[src/rtl/fcs_pkg.sv]
package fcs_pkg;
  localparam int CMD_AW = 15;
  localparam logic [CMD_AW-1:0] UNLOCK_A = 15'h5555;
  localparam logic [CMD_AW-1:0] UNLOCK_B = 15'h2AAA;
  localparam logic [7:0] KEY_A      = 8'hAA;
  localparam logic [7:0] KEY_B      = 8'h55;
  localparam logic [7:0] CODE_PROG  = 8'hA0;
  localparam logic [7:0] CODE_ERASE = 8'h80;
  localparam logic [7:0] CODE_SECT  = 8'h30;
  localparam logic [7:0] CODE_BLK   = 8'h50;
  localparam logic [7:0] CODE_CHIP  = 8'h10;

  typedef enum logic [2:0] {
    ST_IDLE, ST_UNL1, ST_UNL2, ST_PGM, ST_ERS1, ST_ERS2, ST_ERS3
  } seq_state_t;

  typedef enum logic [1:0] {
    OP_SECTOR = 2'd0, OP_BLOCK = 2'd1, OP_CHIP = 2'd2, OP_PROG = 2'd3
  } op_kind_t;
endpackage

[src/rtl/fcs_decode.sv]
module fcs_decode
  import fcs_pkg::*;
(
  input  logic              clk,
  input  logic              rst_n,
  input  logic              wr_valid,
  input  logic [CMD_AW-1:0] cmd_addr,
  input  logic [7:0]        wr_data,
  input  logic              busy,
  input  logic              allow,
  output op_kind_t          cand_kind,
  output logic              start
);
  seq_state_t state, nxt;
  logic accept, at_a, at_b, final_ok;

  assign accept = wr_valid && !busy;
  assign at_a   = (cmd_addr == UNLOCK_A);
  assign at_b   = (cmd_addr == UNLOCK_B);

  always_comb begin
    nxt       = ST_IDLE;
    final_ok  = 1'b0;
    cand_kind = OP_PROG;
    case (state)
      ST_IDLE: if (wr_data == KEY_A && at_a) nxt = ST_UNL1;
      ST_UNL1: if (wr_data == KEY_B && at_b) nxt = ST_UNL2;
      ST_UNL2: begin
        if (wr_data == CODE_PROG && at_a)       nxt = ST_PGM;
        else if (wr_data == CODE_ERASE && at_a) nxt = ST_ERS1;
      end
      ST_PGM: final_ok = 1'b1;
      ST_ERS1: if (wr_data == KEY_A && at_a) nxt = ST_ERS2;
      ST_ERS2: if (wr_data == KEY_B && at_b) nxt = ST_ERS3;
      ST_ERS3: begin
        if (wr_data == CODE_SECT) begin
          final_ok = 1'b1; cand_kind = OP_SECTOR;
        end else if (wr_data == CODE_BLK) begin
          final_ok = 1'b1; cand_kind = OP_BLOCK;
        end else if (wr_data == CODE_CHIP && at_a) begin
          final_ok = 1'b1; cand_kind = OP_CHIP;
        end
      end
      default: nxt = ST_IDLE;
    endcase
  end

  assign start = accept && final_ok && allow;

  always_ff @(posedge clk or negedge rst_n) begin
    if (!rst_n)      state <= ST_IDLE;
    else if (accept) state <= nxt;
  end

  // no sequence progresses while an operation runs
  assert_idle_while_busy_R6: assert property (@(posedge clk) disable iff (!rst_n)
    busy |-> state == ST_IDLE);
endmodule

[src/rtl/fcs_guard.sv]
module fcs_guard
  import fcs_pkg::*;
#(
  parameter int RB_W = 3
) (
  input  op_kind_t        kind,
  input  logic [RB_W-1:0] region_bits,
  input  logic            top_lock_n,
  input  logic            main_lock_n,
  input  logic [7:0]      tgt_rdata,
  output logic            allow
);
  logic in_top, region_ok;

  assign in_top    = &region_bits;
  assign region_ok = in_top ? top_lock_n : main_lock_n;

  always_comb begin
    case (kind)
      OP_CHIP: allow = top_lock_n && main_lock_n;
      OP_PROG: allow = region_ok && (tgt_rdata == 8'hFF);
      default: allow = region_ok;
    endcase
  end
endmodule

[src/rtl/fcs_timer.sv]
module fcs_timer
  import fcs_pkg::*;
#(
  parameter int ADDR_W    = 19,
  parameter int PROG_CYC  = 64,
  parameter int ERASE_CYC = 512
) (
  input  logic              clk,
  input  logic              rst_n,
  input  logic              start,
  input  op_kind_t          kind,
  input  logic [ADDR_W-1:0] addr,
  input  logic [7:0]        data,
  input  logic              rd_valid,
  input  logic              rd_is_reg,
  input  logic [7:0]        arr_rdata,
  input  logic [7:0]        reg_rdata,
  output logic [7:0]        rd_data,
  output logic              busy,
  output logic              prog_stb,
  output logic              erase_stb,
  output logic [1:0]        erase_kind,
  output logic [ADDR_W-1:0] op_addr,
  output logic [7:0]        op_data
);
  localparam int MAX_CYC = (ERASE_CYC > PROG_CYC) ? ERASE_CYC : PROG_CYC;
  localparam int CNT_W   = $clog2(MAX_CYC + 1);

  logic [CNT_W-1:0] cnt;
  op_kind_t         kind_q;
  logic             tog;
  logic [7:0]       status;

  always_ff @(posedge clk or negedge rst_n) begin
    if (!rst_n) begin
      busy      <= 1'b0;
      cnt       <= '0;
      kind_q    <= OP_SECTOR;
      op_addr   <= '0;
      op_data   <= '0;
      tog       <= 1'b0;
      prog_stb  <= 1'b0;
      erase_stb <= 1'b0;
    end else begin
      prog_stb  <= 1'b0;
      erase_stb <= 1'b0;
      if (start) begin
        busy    <= 1'b1;
        cnt     <= (kind == OP_PROG) ? CNT_W'(PROG_CYC - 1) : CNT_W'(ERASE_CYC - 1);
        kind_q  <= kind;
        op_addr <= addr;
        op_data <= data;
        tog     <= 1'b0;
      end else if (busy) begin
        if (rd_valid) tog <= ~tog;
        if (cnt == '0) begin
          busy <= 1'b0;
          if (kind_q == OP_PROG) prog_stb  <= 1'b1;
          else                   erase_stb <= 1'b1;
        end else begin
          cnt <= cnt - 1'b1;
        end
      end
    end
  end

  assign erase_kind = kind_q;
  assign status     = {(kind_q == OP_PROG) ? ~op_data[7] : 1'b0, tog, 6'b0};
  assign rd_data    = busy ? status : (rd_is_reg ? reg_rdata : arr_rdata);

  // a strobe only closes a busy window
  assert_strobe_after_busy_R1: assert property (@(posedge clk) disable iff (!rst_n)
    (prog_stb || erase_stb) |-> (!busy && $past(busy)));
  // every normal end of a busy window emits a strobe
  assert_fall_has_strobe_R2: assert property (@(posedge clk) disable iff (!rst_n)
    $fell(busy) |-> (prog_stb || erase_stb));
  // never both strobes
  assert_one_strobe_R3: assert property (@(posedge clk) disable iff (!rst_n)
    $onehot0({prog_stb, erase_stb}));
  // low status bits are zero during an operation
  assert_status_low_zero_R10: assert property (@(posedge clk) disable iff (!rst_n)
    busy |-> rd_data[5:0] == 6'd0);
  // back-to-back busy reads alternate bit 6
  assert_toggle_alternates_R11: assert property (@(posedge clk) disable iff (!rst_n)
    (busy && rd_valid && $past(busy && rd_valid)) |-> rd_data[6] != $past(rd_data[6]));
endmodule

[src/rtl/flash_cmd_sequencer.sv]
module flash_cmd_sequencer
  import fcs_pkg::*;
#(
  parameter int ADDR_W    = 19,
  parameter int TOP_AW    = 16,
  parameter int PROG_CYC  = 64,
  parameter int ERASE_CYC = 512
) (
  input  logic              clk,
  input  logic              rst_n,
  input  logic              wr_valid,
  output logic              wr_ready,
  input  logic [ADDR_W-1:0] wr_addr,
  input  logic [7:0]        wr_data,
  input  logic [7:0]        tgt_rdata,
  input  logic              top_lock_n,
  input  logic              main_lock_n,
  input  logic              rd_valid,
  input  logic              rd_is_reg,
  input  logic [7:0]        arr_rdata,
  input  logic [7:0]        reg_rdata,
  output logic [7:0]        rd_data,
  output logic              busy,
  output logic              prog_stb,
  output logic              erase_stb,
  output logic [1:0]        erase_kind,
  output logic [ADDR_W-1:0] op_addr,
  output logic [7:0]        op_data
);
  localparam int RB_W = ADDR_W - TOP_AW;

  op_kind_t cand_kind;
  logic     allow, start;

  assign wr_ready = 1'b1;

  fcs_decode u_decode (
    .clk(clk), .rst_n(rst_n), .wr_valid(wr_valid),
    .cmd_addr(wr_addr[CMD_AW-1:0]), .wr_data(wr_data), .busy(busy),
    .allow(allow), .cand_kind(cand_kind), .start(start)
  );

  fcs_guard #(.RB_W(RB_W)) u_guard (
    .kind(cand_kind), .region_bits(wr_addr[ADDR_W-1:TOP_AW]),
    .top_lock_n(top_lock_n), .main_lock_n(main_lock_n),
    .tgt_rdata(tgt_rdata), .allow(allow)
  );

  fcs_timer #(.ADDR_W(ADDR_W), .PROG_CYC(PROG_CYC), .ERASE_CYC(ERASE_CYC)) u_timer (
    .clk(clk), .rst_n(rst_n), .start(start), .kind(cand_kind),
    .addr(wr_addr), .data(wr_data), .rd_valid(rd_valid), .rd_is_reg(rd_is_reg),
    .arr_rdata(arr_rdata), .reg_rdata(reg_rdata), .rd_data(rd_data),
    .busy(busy), .prog_stb(prog_stb), .erase_stb(erase_stb),
    .erase_kind(erase_kind), .op_addr(op_addr), .op_data(op_data)
  );

  // an operation in the top region never begins with its lock low
  assert_top_guarded_R7: assert property (@(posedge clk) disable iff (!rst_n)
    (wr_valid && !busy && !top_lock_n && (&wr_addr[ADDR_W-1:TOP_AW])) |=> !busy);
endmodule

[config.mk]
export PLATFORM = sky130hd
export DESIGN_NAME = flash_cmd_sequencer
export DESIGN_NICKNAME = d
export VERILOG_FILES = /design/src/rtl/fcs_pkg.sv /design/src/rtl/fcs_decode.sv /design/src/rtl/fcs_guard.sv /design/src/rtl/fcs_timer.sv /design/src/rtl/flash_cmd_sequencer.sv
export SDC_FILE = /design/constraint.sdc
export NUM_CORES = 1
export LEC_CHECK = 0
export BUFFER_PORTS_ARGS = -buffer_cell sky130_fd_sc_hd__buf_2
export CAP_MARGIN = 20
export CORE_MARGIN = 4
export CORE_UTILIZATION = 52
export CTS_CLUSTER_SIZE = 40
export DETAILED_ROUTE_END_ITERATION = 7
export PLACE_DENSITY = 0.85
export SYNTH_ARGS = -nofsm -noshare
export SYNTH_HDL_FRONTEND = slang
export SYNTH_SLANG_ARGS = --single-unit
[constraint.sdc]
create_clock -name clk -period 4 [get_ports clk]
set_input_delay 0.2 -clock clk [delete_from_list [all_inputs] [get_ports clk]]
set_output_delay 0.2 -clock clk [all_outputs]
set_load 0.02 [all_outputs]
# == Word level (Yosys, flattened, before mapping) ==
# Cells that the tools add are included.
# totals
regBits,46
inputBits,58
output_inout_bits,41
word_cells,88
# op_classes
add_sub_neg,1
n_eq_ne,20
mux,38
bitwise_logic,2
n_reduce_logical,18
# ops
cell,count
"equality test 8 bit, second input constant",4
2-to-1 mux 10 bit,3
2-to-1 mux 1 bit,21
"equality test 8 x 7 -> 1 bit, second input constant",2
2-to-1 mux 8 bit,2
"equality test 15 x 14 -> 1 bit, second input constant",1
"equality test 15 bit, second input constant",1
one-hot mux 3 bit (5 select lines),1
2-to-1 mux 3 bit,4
logical AND 1 bit,10
zero test 10 bit,1
"subtractor 10 x 1 -> 10 bit, second input constant",1
"equality test 3 bit, second input constant",3
2-to-1 mux 9 bit,1
"equality test 8 x 5 -> 1 bit, second input constant",1
"equality test 8 x 6 -> 1 bit, second input constant",1
2-to-1 mux 2 bit,4
"equality test 2 bit, second input constant",3
"equality test 3 x 2 -> 1 bit, second input constant",2
one-hot mux 1 bit (2 select lines),2
AND reduction 2 bit,2
nonzero test 2 bit,2
"equality test 3 x 1 -> 1 bit, second input constant",1
zero test 3 bit,1
4 further kinds,5

# == Longest topological paths before layout ==
# logic_depth
depth_word,11
depth_mapped,8
ltp_nobuf,8

# == Hierarchy ==
# A second synthesis with hierarchy kept.
# unflattened
cells_unflattened,211
area_unflattened_um2,2421.1
# by_module_without_submodules
mod,instances,cells_each,area_each_um2,seq_area_each_um2
fcs_timer,1,151,1939.4,1076.0
fcs_decode,1,50,420.4,75.1
fcs_guard,1,8,50.0,0.0
flash_cmd_sequencer,1,2,11.3,0.0

# == Least setup slack after synthesis ==
# No wires, ideal clock.
# synth_timing
path_kind,flip-flop to flip-flop
startpoint,register u_decode.state[0]
endpoint,register u_timer.op_addr[8]
setup_time_ns,0.128
t_arrival_ns,1.989
required_ns,3.872
slack_ns,1.883
stages_incl_launch_ff,7
path_buffers,1
period_less_slack_ns,2.117
cell_sequence,dfrtp_1 or3_1 nor3_2 nand4b_1 o2111ai_4 buf_6 mux2_1
# synth_between
elab_chain_cells,5
elab_cells_between_ends,9
classes_between,eq/ne: 4; mux: 3; reduce/logical: 2
# synth_rtl
element,line_no,source
"start, declared",fcs_decode.sv:14,"seq_state_t state, nxt;"
"start signal, assigned",fcs_decode.sv:52,else if (accept) state <= nxt;
equality test 3 bit,fcs_decode.sv:25,case (state)
2-to-1 mux 2 bit,fcs_decode.sv:25,
equality test 2 bit,fcs_guard.sv:19,case (kind)
one-hot mux 1 bit (2 select lines),fcs_guard.sv:19,
logical AND 1 bit *,fcs_decode.sv:48,assign start = accept && final_ok && allow;
"end signal, assigned",fcs_timer.sv:51,op_addr <= addr;
"end, declared",fcs_timer.sv:23,"output logic [ADDR_W-1:0] op_addr,"
# Mark *: on every way between the ends. The rest lies on a longest branch, timed or not.
# A chain may end at the register's enable or synchronous reset.

# == Final worst setup path ==
# layout_timing
startpoint,register u_decode.state[0]
endpoint,"register u_timer.kind_q[0], in the netlist u_timer.erase_kind[0]"
# layout_between
elab_chain_cells,5
elab_cells_between_ends,9
classes_between,eq/ne: 4; mux: 3; reduce/logical: 2
# layout_rtl
element,line_no,source
equality test 3 bit,fcs_decode.sv:25,
2-to-1 mux 2 bit,fcs_decode.sv:25,
equality test 2 bit,fcs_guard.sv:19,
one-hot mux 1 bit (2 select lines),fcs_guard.sv:19,
logical AND 1 bit,fcs_decode.sv:48,
"end signal, assigned",fcs_timer.sv:50,kind_q <= kind;
"end, declared",fcs_timer.sv:30,op_kind_t kind_q;
# Several ways; a longest one is shown, not always the timed one.

==> flow_metrics.tcl <==
set metrics [dict create \
    ant_nets 0 \
    place_congestion 0.819 \
    cts.clk_slew.worst_paths_ns 0.09 \
    ioPinCount 99 \
    cp-start-kind "flop" \
    cts_buffer_depth 2 \
    syn2layout_area_growth_pct 27.0 \
    finalNonFillerCells 360 \
    power.density_nw_per_um2 314 \
    min_period_ns 2.70 \
    first_pass_iters 4 \
    die_h_um 76.8 \
    place_ws_ns 1.32 \
    r2r_slack_ns 1.30 \
    clock_sinks 46 \
    place_hpwl_um 4540 \
    synth_edf_count 0 \
    postPlaceCellArea_um2 2960 \
    cp-end-kind "flop" \
    cp.arrival_ns 2.90 \
    ys_warn_count 0 \
    fmax_ghz 0.370 \
    portBuffers 97 \
    clock_latency_ns 0.31 \
    holdWs_ns 0.126 \
    syn_area_per_cell_um2 11.8 \
    async_flop_share 1.00 \
    grt_pass1_wl_um 9740 \
    yosysTopAreaCell "dfrtp_1" \
    cts_hold_buf 0 \
    final_area_um2 3120 \
    syn_area_um2 2460 \
    numCtsBuffers 5 \
    core_um2 4470 \
    yosys-top-cells-area "dfrtp_1 47%, mux2_4 11%, mux2i_1 4.1%, mux2_1 3.2%, nand2_1 2.9%" \
    ys_ff_latch 46 \
    antenna_found_initial 0 \
    path_max_fanout 26 \
    rsz0062_at_grt "false" \
    via_count 2034 \
    max_stage_delay_ns 0.48 \
    nNetsFinal 366 \
    vias_per_cell 5.65 \
    vdd_ir_drop_max_uv 247 \
    finalSetupViolCount 0 \
    outcome "finished, final reports clean" \
    die_width_um 76.8 \
    grt_start_max_net_pins 47 \
    worstHoldPathCells 2 \
    holdCritPathClass "in2reg" \
    dp.cells 350 \
    root_buffer "clkbuf_8" \
    hold_start "wr_addr[15]" \
    fin_skew_ns 0.0106 \
    finalHoldViolCount 0 \
    cts_resized 0 \
    slew-limit-headroom 0.398 \
    cts_tree "yes" \
    setup_tns_ns 0 \
    die-area_um2 5890 \
    first_iter_violations 90 \
    crit_chain "or3_1 -> nor3_2 -> o2bb2ai_2 -> o2111ai_4 -> buf_4 -> mux2_1" \
    synth_ff_type "dfrtp_1" \
    antennaDiodeCount 0 \
    synth_seq_area_share 0.468 \
    synth_top_area_frac 0.468 \
    worst_slack_ns 1.30 \
    final_layout_size_suffix_gt1_frac 0.442 \
    power.total_uw 980 \
    htree_levels 2 \
    timing.rr.end "u_timer.erase_kind[0]" \
    worstPathRequired_ns 4.20 \
    routed_wl_um 5930 \
    reg2reg_from "u_decode.state[0]" \
    grt.total_usage 0.205 \
    synth_nets 268 \
    grt_pass1_vias 2049 \
    crit_path_top_delay_cell "o2111ai_4" \
    gr-total-overflow 0 \
    rr_worst_depth 6 \
    synth_cells 209 \
    rows 24 \
    final.period_utilization 0.676 \
    p_leak_nw 1.62 \
    critPathKind "reg2reg" \
    hold-path-endpoint "u_timer.op_addr[15]" \
    max-cap-violations 0 \
    postCtsSetupBuffers 0 \
    slew_viol_final 0 \
    routedWlPerCell_um 16.5 \
    final_util 0.698 \
    initial_core_util 0.549 \
    drc 0 \
    worst_slew_pin_slew_ns 0.902 \
    num-fill-cells 331 \
    netlist-cell-type-count 48 \
]
[layout by cell type, fill, tap and decap left out, types with 5 or more instances in the layout]
cell type	Yosys	layout
nor2_1	13	13
mux2i_1	10	10
nor4bb_1	5	5
nand2_1	19	19
xnor2_1	7	7
mux2_4	18	18
o21ai_0	7	7
buf_2	1	97
nor3_1	6	6
mux2_1	7	7
dfrtp_1	46	46
a21oi_1	6	6
clkbuf_8	0	5
[sequential cells by signal (all words and copies together) (netlist names)]
signal and cells:
u_timer.tog 1, u_decode.state 3, u_timer.prog_stb 1, u_timer.busy 1, u_timer.erase_stb 1, u_timer.cnt 10
u_timer.erase_kind 2, u_timer.op_data 8, u_timer.op_addr 19
[how the worst max path moves through the flow]
stage / from / endpoint / slack [ns] / depth (start not counted)
floorplan: u_decode.state[0] / u_timer.op_addr[8] / 1.88 / 6
global placement: u_decode.state[0] / u_timer.erase_kind[0] / 1.38 / 6
detailed placement: u_decode.state[0] / u_timer.erase_kind[0] / 1.32 / 6
CTS: u_decode.state[0] / u_timer.erase_kind[0] / 1.31 / 6
global route: u_decode.state[0] / u_timer.erase_kind[0] / 1.16 / 6
finish: u_decode.state[0] / u_timer.erase_kind[0] / 1.30 / 6
[report_power, final]
part	internal [mW]	leakage [nW]	switching (mW)	total (mW)
combinational	0.0447	0.956	0.0485	0.0932
clock	0.250	0.0683	0.163	0.413
sequential	0.470	0.600	0.00319	0.473
total	0.765	1.62	0.215	0.980
[worst max-delay path: cells and delay by family (launching register included)]
family          cells  cell delay [ns]
compound gates      2             0.65
buf+inv             1             0.42
flops               1             0.42
simple gates        2             0.77
mux                 1             0.33
[area by class of cell]
class / instances / area, um^2 / area share
sequential: 46 / 1150 / 0.369
multi-input combinational: 152 / 1240 / 0.397
clock buffer: 5 / 68.8 / 0.0220
clock inverter: 3 / 68.8 / 0.0220
tap: 52 / 65.1 / 0.0208
inverter: 2 / 7.51 / 0.00240
timing repair buffer: 100 / 523 / 0.167
[synthesized netlist by cell type, drive strengths merged (2+ instances only)]
| master | n |
|---|---|
| nor2 | 13 |
| nor4bb | 5 |
| o31ai | 2 |
| dfrtp | 46 |
| or3 | 4 |
| nor3 | 7 |
| mux2 | 28 |
| nor4b | 4 |
| mux2i | 10 |
| nor2b | 2 |
| nand4b | 3 |
| inv | 2 |
| nand2 | 19 |
| xnor2 | 7 |
| nand2b | 4 |
| clkbuf | 4 |
| nand3 | 3 |
| a21oi | 6 |
| nor4 | 4 |
| nand3b | 2 |
| buf | 5 |
| or3b | 2 |
| a21boi | 2 |
| o21ai | 7 |
| nand4 | 4 |
[layer usage]
layer / track usage / vias to the layer above / wire (um)
li1: - / 960 / -
met1: 0.241 / 985 / 2430
met2: 0.359 / 83 / 3000
met3: 0.0539 / 6 / 408
met4: 0.0707 / 0 / 91
met5: 0 / - / 0
[logic make-up (layout without fill, tap and decap cells)]
kind of cell,after synthesis,count (layout),share of synthesized area
AOI/OAI and AO/OA,25,25,0.0865
xor gates and xnor gates,8,8,0.0285
adders and majority gates,1,1,0.00509
buffers and inverters,11,110,0.0280
DFF,46,46,0.468
muxes,38,38,0.196
other,1,1,0.00153
and+or+nand+nor,79,79,0.186
Note: power is estimated with default switching activity, not from simulation.
